**config.mk**
```make
export PLATFORM = sky130hd
export DESIGN_NAME = pwr_mode_ctrl
export DESIGN_NICKNAME = d
export VERILOG_FILES = /design/src/rtl/pwr_mode_pkg.sv /design/src/rtl/pwr_pin_sync.sv /design/src/rtl/pwr_reset_filter.sv /design/src/rtl/pwr_settle_timer.sv /design/src/rtl/pwr_mode_ctrl.sv
export SDC_FILE = /design/constraint.sdc
export NUM_CORES = 1
export LEC_CHECK = 0
export CORE_ASPECT_RATIO = 2
export CORE_MARGIN = 5
export CORE_UTILIZATION = 30
export CTS_CLUSTER_SIZE = 28
export DETAILED_ROUTE_END_ITERATION = 10
export MAX_ROUTING_LAYER = met4
export SYNTH_ARGS = -nofsm -noshare
export SYNTH_HDL_FRONTEND = slang
export SYNTH_HIERARCHICAL = 1
export SYNTH_SLANG_ARGS = --single-unit
```
**constraint.sdc**
```tcl
create_clock -name clk -period 4.45 [get_ports clk]
set_input_delay 0.89 -clock clk [delete_from_list [all_inputs] [get_ports clk]]
set_output_delay 0.89 -clock clk [all_outputs]
set_load 0.01 [all_outputs]
```
**src/rtl/pwr_mode_pkg.sv**
```systemverilog
package pwr_mode_pkg;

  typedef enum logic [1:0] {
    M_IDLE  = 2'd0,
    M_RUN   = 2'd1,
    M_SLEEP = 2'd2,
    M_PDOWN = 2'd3
  } pmode_t;

  typedef struct packed {
    logic core;
    logic periph;
    logic pll;
    logic analog;
  } gates_t;

  localparam logic [7:0] CMD_HALT  = 8'h00;
  localparam logic [7:0] CMD_SLEEP = 8'h0F;
  localparam logic [7:0] CODE_PDN  = 8'hFF;

  // Commands that start an algorithm (decode or voice rate).
  function automatic logic is_start_cmd(input logic [7:0] c);
    return (c == 8'h01) || ((c >= 8'h04) && (c <= 8'h09));
  endfunction

  function automatic gates_t gates_of(input pmode_t m);
    case (m)
      M_RUN:   return '{core: 1'b1, periph: 1'b1, pll: 1'b1, analog: 1'b1};
      M_IDLE:  return '{core: 1'b0, periph: 1'b1, pll: 1'b1, analog: 1'b1};
      M_SLEEP: return '{core: 1'b0, periph: 1'b0, pll: 1'b1, analog: 1'b0};
      default: return '{core: 1'b0, periph: 1'b0, pll: 1'b0, analog: 1'b0};
    endcase
  endfunction

  function automatic logic [7:0] code_of(input pmode_t m, input logic [7:0] run_code);
    case (m)
      M_IDLE:  return 8'h00;
      M_RUN:   return run_code;
      M_SLEEP: return CMD_SLEEP;
      default: return CODE_PDN;
    endcase
  endfunction

endpackage

```
**src/rtl/pwr_pin_sync.sv**
```systemverilog
module pwr_pin_sync #(
  parameter int W = 3
) (
  input  logic         clk,
  input  logic         por_n,
  input  logic [W-1:0] d_async,
  output logic [W-1:0] q_sync
);
  for (genvar b = 0; b < W; b++) begin : g_bit
    logic s1, s2;
    always_ff @(posedge clk or negedge por_n) begin
      if (!por_n) begin
        s1 <= 1'b0;
        s2 <= 1'b0;
      end else begin
        s1 <= d_async[b];
        s2 <= s1;
      end
    end
    assign q_sync[b] = s2;
  end
endmodule

```
**src/rtl/pwr_reset_filter.sv**
```systemverilog
module pwr_reset_filter #(
  parameter int RST_MIN = 16
) (
  input  logic clk,
  input  logic por_n,
  input  logic req_s,
  output logic soft_rst
);
  localparam int CW = $clog2(RST_MIN + 1);
  localparam logic [CW-1:0] LIM = CW'(RST_MIN);

  logic [CW-1:0] run_len;

  always_ff @(posedge clk or negedge por_n) begin
    if (!por_n)          run_len <= '0;
    else if (!req_s)     run_len <= '0;
    else if (run_len != LIM) run_len <= run_len + 1'b1;
  end

  assign soft_rst = (run_len == LIM);

  // no acceptance unless the request was high on the previous cycle
  assert_reset_qualified_R10: assert property (@(posedge clk) disable iff (!por_n)
    $rose(soft_rst) |-> $past(req_s));
endmodule

```
**src/rtl/pwr_settle_timer.sv**
```systemverilog
module pwr_settle_timer #(
  parameter int SETTLE_CYC = 7500
) (
  input  logic clk,
  input  logic por_n,
  input  logic clr,
  input  logic load,
  output logic busy
);
  localparam int LW = (SETTLE_CYC < 2) ? 1 : $clog2(SETTLE_CYC + 1);
  localparam logic [LW-1:0] LOADV = LW'(SETTLE_CYC);

  logic [LW-1:0] left;

  always_ff @(posedge clk or negedge por_n) begin
    if (!por_n)            left <= '0;
    else if (clr)          left <= '0;
    else if (load)         left <= LOADV;
    else if (left != '0)   left <= left - 1'b1;
  end

  assign busy = (left != '0);

  // a load arms the full window
  assert_window_armed_R5: assert property (@(posedge clk) disable iff (!por_n)
    (load && !clr) |=> (left == LOADV));
  // the window only shrinks unless reloaded
  assert_window_drains_R5: assert property (@(posedge clk) disable iff (!por_n)
    (busy && !load && !clr) |=> (left == $past(left) - 1'b1));
endmodule

```
**src/rtl/pwr_mode_ctrl.sv**
```systemverilog
module pwr_mode_ctrl
  import pwr_mode_pkg::*;
#(
  parameter int CLK_KHZ   = 50000,
  parameter int SETTLE_US = 150,
  parameter int RST_MIN   = 16
) (
  input  logic       clk,
  input  logic       por_n,
  input  logic       rst_req,
  input  logic       cmd_valid,
  input  logic [7:0] cmd_code,
  input  logic       wake_pin,
  input  logic       pdn_pin,
  output logic       core_clk_en,
  output logic       periph_clk_en,
  output logic       pll_en,
  output logic       analog_en,
  output logic [7:0] mode_code,
  output logic       err_flag,
  output logic       settle_lock
);
  localparam int SETTLE_CYC = (CLK_KHZ * SETTLE_US) / 1000;

  // Synchronized pins: [2]=reset request, [1]=power-down, [0]=wake
  logic [2:0] pins_s;
  logic       wake_s, pdn_s, rreq_s;

  pwr_pin_sync #(.W(3)) u_sync (
    .clk(clk), .por_n(por_n),
    .d_async({rst_req, pdn_pin, wake_pin}),
    .q_sync(pins_s)
  );
  assign wake_s = pins_s[0];
  assign pdn_s  = pins_s[1];
  assign rreq_s = pins_s[2];

  logic soft_rst;
  pwr_reset_filter #(.RST_MIN(RST_MIN)) u_rflt (
    .clk(clk), .por_n(por_n), .req_s(rreq_s), .soft_rst(soft_rst)
  );

  pmode_t     mode_q, mode_d;
  logic [7:0] run_q, run_d;
  logic       err_q;

  // Named internal events
  logic ev_start, ev_halt, ev_sleep, ev_bad_cmd, ev_bad_pdn;
  logic ev_enter_pd, ev_leave_pd, ev_wake;

  assign ev_start    = (mode_q == M_IDLE) && cmd_valid && is_start_cmd(cmd_code);
  assign ev_sleep    = (mode_q == M_IDLE) && cmd_valid && (cmd_code == CMD_SLEEP);
  assign ev_halt     = (mode_q == M_RUN)  && cmd_valid && (cmd_code == CMD_HALT);
  assign ev_bad_cmd  = (mode_q == M_RUN)  && cmd_valid &&
                       (is_start_cmd(cmd_code) || (cmd_code == CMD_SLEEP));
  assign ev_bad_pdn  = pdn_s && ((mode_q == M_IDLE) || (mode_q == M_RUN));
  assign ev_enter_pd = (mode_q == M_SLEEP) && pdn_s;
  assign ev_wake     = (mode_q == M_SLEEP) && !pdn_s && wake_s && !settle_lock;
  assign ev_leave_pd = (mode_q == M_PDOWN) && !pdn_s;

  always_comb begin
    mode_d = mode_q;
    run_d  = run_q;
    if (ev_start) begin
      mode_d = M_RUN;
      run_d  = cmd_code;
    end else if (ev_sleep)    mode_d = M_SLEEP;
    else if (ev_halt)         mode_d = M_IDLE;
    else if (ev_enter_pd)     mode_d = M_PDOWN;
    else if (ev_wake)         mode_d = M_IDLE;
    else if (ev_leave_pd)     mode_d = M_SLEEP;
  end

  always_ff @(posedge clk or negedge por_n) begin
    if (!por_n) begin
      mode_q <= M_IDLE;
      run_q  <= 8'h00;
      err_q  <= 1'b0;
    end else if (soft_rst) begin
      mode_q <= M_IDLE;
      run_q  <= 8'h00;
      err_q  <= 1'b0;
    end else begin
      mode_q <= mode_d;
      run_q  <= run_d;
      err_q  <= err_q | ev_bad_cmd | ev_bad_pdn;
    end
  end

  pwr_settle_timer #(.SETTLE_CYC(SETTLE_CYC)) u_settle (
    .clk(clk), .por_n(por_n), .clr(soft_rst),
    .load(ev_leave_pd), .busy(settle_lock)
  );

  gates_t g;
  assign g             = gates_of(mode_q);
  assign core_clk_en   = g.core;
  assign periph_clk_en = g.periph;
  assign pll_en        = g.pll;
  assign analog_en     = g.analog;
  assign mode_code     = code_of(mode_q, run_q);
  assign err_flag      = err_q;

  // accepted reset request lands in idle without error
  assert_soft_reset_idle_R1: assert property (@(posedge clk) disable iff (!por_n)
    soft_rst |=> (mode_code == 8'h00) && !err_flag);
  // refused command keeps the mode and raises the flag
  assert_refuse_in_run_R3: assert property (@(posedge clk) disable iff (!por_n)
    (ev_bad_cmd && !soft_rst) |=> $stable(mode_code) && err_flag);
  // wake has no effect during lockout
  assert_wake_blocked_R5: assert property (@(posedge clk) disable iff (!por_n)
    ((mode_q == M_SLEEP) && settle_lock && !pdn_s && !soft_rst) |=> (mode_code == CMD_SLEEP));
  // leaving power-down goes to sleep with lockout raised
  assert_pd_exit_R5: assert property (@(posedge clk) disable iff (!por_n)
    (ev_leave_pd && !soft_rst) |=> (mode_code == CMD_SLEEP) && settle_lock);
  // the core never runs without peripherals and PLL
  assert_gate_order_R6: assert property (@(posedge clk) disable iff (!por_n)
    core_clk_en |-> (periph_clk_en && pll_en && analog_en));
  // flag is sticky
  assert_err_sticky_R9: assert property (@(posedge clk) disable iff (!por_n)
    (err_flag && !soft_rst) |=> err_flag);
endmodule

```
; ---- After elaboration in Yosys (flattened, before gate mapping)
; Cells that the tools add are included.
[totals]
register_bits = 35
latch_bits = 0
mem_bits_rw = 0
romBits = 0
input_bits = 14
output_inout_bits = 14
elab_cells = 66
memories = 0
[classes]
addsub = 2
mul = 0
div = 0
n_lt_le_gt_ge = 2
n_eq_ne = 8
n_shift = 0
mux = 17
bitwise = 2
reduce_logical = 24
[op_table]
columns = cell, n
row1 = 2-to-1 mux 13 bit, 3
row2 = case mux 8 bit (3 select lines), 1
row3 = 2-to-1 mux 8 bit, 2
row4 = 2-to-1 mux 2 bit, 7
row5 = logical AND 1 bit, 13
row6 = nonzero test 13 bit, 1
row7 = "subtractor 13 x 1 -> 13 bit, second input constant", 1
row8 = case mux 4 bit (3 select lines), 1
row9 = 2-to-1 mux 5 bit, 2
row10 = "equality test 8 x 1 -> 1 bit, second input constant", 1
row11 = "equality test 8 x 4 -> 1 bit, second input constant", 1
row12 = "greater-or-equal comparator 8 x 3 -> 1 bit, second input constant", 1
row13 = "less-or-equal comparator 8 x 4 -> 1 bit, second input constant", 1
row14 = logical NOT 8 bit, 1
row15 = nonzero test 7 bit, 1
row16 = "adder 5 x 1 -> 5 bit, second input constant", 1
row17 = "equality test 5 bit, second input constant", 1
row18 = "inequality test 5 bit, second input constant", 1
row19 = "equality test 2 bit, second input constant", 2
row20 = logical OR 1 bit, 3
row21 = nonzero test 3 bit, 1
row22 = "equality test 2 x 1 -> 1 bit, second input constant", 1
row23 = logical NOT 1 bit, 2
row24 = logical NOT 2 bit, 1
row25 = other kinds (4), 5

; ---- Longest topological paths before layout
[logic_depth]
depth_word = 10
ltp_mapped = 8
ltp_nobuf = 8

; ---- Modules after synthesis
; Netlist, hierarchy kept.
[by_module_without_submodules]
columns = mod, n_inst, cells_each, area_each_um2, seq_area_each_um2
row1 = pwr_settle_timer, 1, 70, 735.7, 325.3
row2 = pwr_mode_ctrl, 1, 79, 666.9, 275.3
row3 = pwr_reset_filter, 1, 27, 279.0, 125.1
row4 = pwr_pin_sync, 1, 9, 172.7, 150.1

; ---- Least setup slack after synthesis
; No wires, ideal clock.
[synth_path]
path_type = register to output
from = register u_settle.left[0]
to = output settle_lock
t_arrival_ns = 1.303
required_time_ns = 3.560
setup_slack_ns = 2.257
path_stages_with_launch = 5
path_cell_list = dfrtp_1 -> inv_1 -> ha_1 -> or4b_4 -> nand4b_4
[synth_via]
elab_chain_len = 1
[synth_rtl]
columns = item, line
row1 = from (decl), pwr_settle_timer.sv:13  ; logic [LW-1:0] left;
row2 = from (signal assigned), pwr_settle_timer.sv:19  ; else if (left != '0) left <= left - 1'b1;
row3 = nonzero test 13 bit, pwr_settle_timer.sv:22  ; assign busy = (left != '0);
row4 = to (decl), pwr_mode_ctrl.sv:21  ; output logic settle_lock
; Every way passes these cells.

; ---- Worst setup path after layout
; Ends and elaborated chain as after synthesis.

==> metrics.md <==
| Metric | Value |
|---|---|
| #FFs+latches synth | `35` |
| Worst setup EP type | `primary output` |
| Ports | `28` |
| Critical path class | `reg2out` |
| GP Congestion | `0.789` |
| Die width | `65.6 um` |
| Syn nets | `203` |
| Normalized max-slew margin | `37.2%` |
| # hold bufs at CTS | `0` |
| R2R Setup Slk | `2140 ps` |
| Worst-skew pair later-pin latency | `280 ps` |
| Clock buffer depth | `2` |
| FF-to-FF End | `mode_q[0]` |
| Crit path launch | `u_settle/left[0]` |
| RSZ-0062 raised after global routing | `no` |
| Drt initial violations | `71` |
| Yosys cell types | `45` |
| Worst Path Max Fanout | `11` |
| GRT Total Usage | `11.4%` |
| Worst Hold Launch | `u_sync/g_bit[0].s1` |
| Via density | `5.17` |
| Crit-path slowest cell | `clkdlybuf4s50_1` |
| PD cells | `445 nW/um^2` |
| Hold WC Path Type | `reg2reg` |
| Row count | `40` |
| Average size of a mapped cell | `10.0 sq um` |
| R2r startpoint | `u_rflt/run_len[0]` |
| CP max stage delay | `550 ps` |
| Status | `complete, no violations` |
| Final Non-Filler Cells | `275` |
| Die height | `121 um` |
| First-pass detailed-route iteration total | `4` |
| Clk slew on worst S/H paths | `60 ps` |
| Post-synthesis instance total | `185` |
| Critical path's top delay family | `simple AND/OR/NAND/NOR gates` |
| Vias | `1421` |
| IO Port Bufs | `27` |
| CTS Buf Count | `5` |
| Tcrit/Tclk final | `69.7%` |
| CTS tree | `yes` |
| DR WL/cell | `14.8 um` |
| First-pass GRT wire length | `6760 um` |
| Fmax | `322 MHz` |
| CP Cell Sequence | `inv_1 -> ha_1 -> or4b_4 -> nand4b_4 -> clkdlybuf4s50_1` |
| Top_reg_cell synth | `dfrtp_1` |
| Worst-case clock skew | `8.62 ps` |
| Layout cells sized above 1 | `9.91%` |
| CTS root buf | `clkbuf_16` |
| Final TNS setup | `0 ps` |
| Ant. Diodes | `0` |
| Post-synthesis cell area | `1850 sq um` |
| Tightest Pin Transition | `933 ps` |
| Critical Path Start Type | `register` |
| Ys async rst share | `100%` |
| Final Max Slew Viols | `0` |
| Dpl hpwl | `2990 um` |
| CTS resizes | `0` |
| Reg area | `876 sq um` |
| Vias in the first global route | `1482` |
| Layout area overhead | `24.3%` |
| Initial antenna violation count | `0` |
| Filler cell count | `592` |
| Core Util, Final | `38.4%` |
| Initial core utilization | `30.9%` |
| R2R cell count | `7` |
| CORE AREA | `6010 sq um` |
| Multi-input gate area | `887 sq um` |
| Inst Count DP | `268` |
| CP Data Required Time | `3560 ps` |
| Gr ovfl total | `0` |
| Register area share after synthesis | `47.2%` |
| Routed Antenna Nets | `0` |
| Finish-stage setup viols | `0` |
| Final Critical Period | `3100 ps` |
| Peak VDD IR | `240 uV` |
| Post-CTS setup buffer count | `0` |
| H-tree levels | `2` |
| Pleak | `1.00 nW` |
| Clk sinks | `35` |
| Power Total | `1.03 mW` |
| Final #Nets | `230` |
| MaxCap Viol Count | `0` |
| Hold Fails Final Rpt | `0` |
| Drc violations | `0` |
| Largest net degree at the start of global routing | `36` |
| Wirelength, routed | `4080 um` |
| Worst Setup EP | `settle_lock` |
| Post-synth EDFFs | `0` |
| Warnings, synthesis | `6` |
| DIE AREA | `7950 sq um` |
| CP Depth | `5` |
| Bufs and invs on worst path | `2` |
| Crit path DAT | `2210 ps` |
## power breakdown
part           leakage, nW  switching, mW  internal, mW
Combinational        0.525          0.133         0.140
Clock               0.0727          0.119         0.218
Sequential           0.402         0.0572         0.359
## area by class of cell
class,instances,share of cell area (%)
multi-input combinational,133,38.5
sequential,35,38.0
timing repair buffer,30,12.7
clock buffer,6,6.03
tap,63,3.42
inverter,7,1.14
clock inverter,1,0.217
## registers in the layout (all words and copies together) (netlist names)
name,count
u_settle/left,13
run_q,8
u_rflt/run_len,5
u_sync/g_bit.s1,3
u_sync/g_bit.s2,3
mode_q,2
err_flag,1
## cell usage in the layout (no fill, tap or decap), types with 3 or more instances in the layout
cell,Yosys,routed
nand4_1,6,6
a21oi_1,3,3
o21a_1,6,6
dfrtp_1,35,35
nor3_1,3,3
ha_1,4,4
clkdlybuf4s50_1,0,27
nand2b_1,4,4
buf_4,5,3
xnor2_1,7,7
clkbuf_16,0,5
inv_1,5,5
nor2_1,22,22
mux2i_1,9,9
nand2_1,28,28
nor3b_1,7,7
## layer usage
metal  track usage [%]  share of wire, %
met1              10.7                39
met2              21.0                54
met3              2.22               4.2
met4              6.10               2.6
met5                 -                 0
## metrics by stage
step | hold WS, ps | setup WS, ps | area [sq um]
global route | 361 | 1220 | 2300
floorplan | 331 | 2260 | 1850
CTS | 349 | 1340 | 2300
global placement | 333 | 1690 | 2160
detailed placement | 336 | 1640 | 2160
finish | 346 | 1350 | 2300
## synthesized netlist by cell type (3+ instances only)
library cell | number | area, sq um
o21a_1 | 6 | 45.0
nor3b_1 | 7 | 52.6
inv_1 | 5 | 18.8
mux2i_1 | 9 | 90.1
nand2b_1 | 4 | 25.0
nor2_1 | 22 | 82.6
a21oi_1 | 3 | 15.0
nand4_1 | 6 | 37.5
buf_4 | 5 | 37.5
dfrtp_1 | 35 | 876
nor3_1 | 3 | 15.0
xnor2_1 | 7 | 61.3
nand2_1 | 28 | 105
clkbuf_1 | 3 | 11.3
ha_1 | 4 | 50.1
## cell families after synthesis
family,after synthesis,share of synthesized area [%]
multiplexers,9,4.86
XOR/XNOR,8,3.78
buffers and inverters,17,5.26
adder cells (fa/ha/maj),4,2.70
AND/OR/NAND/NOR,88,26.4
flip-flops,35,47.2
AO/OA/AOI/OAI,24,9.78
## worst min-delay path by stage
stage	endpoint	slack, ps	cells after the start
floorplan	u_sync/g_bit[0].s2	330	0
global placement	u_sync/g_bit[2].s2	330	0
detailed placement	u_sync/g_bit[0].s2	340	0
CTS	u_sync/g_bit[0].s2	350	0
global route	u_sync/g_bit[2].s2	360	0
finish	u_sync/g_bit[0].s2	350	0
Power figures use the tool's default switching activity.
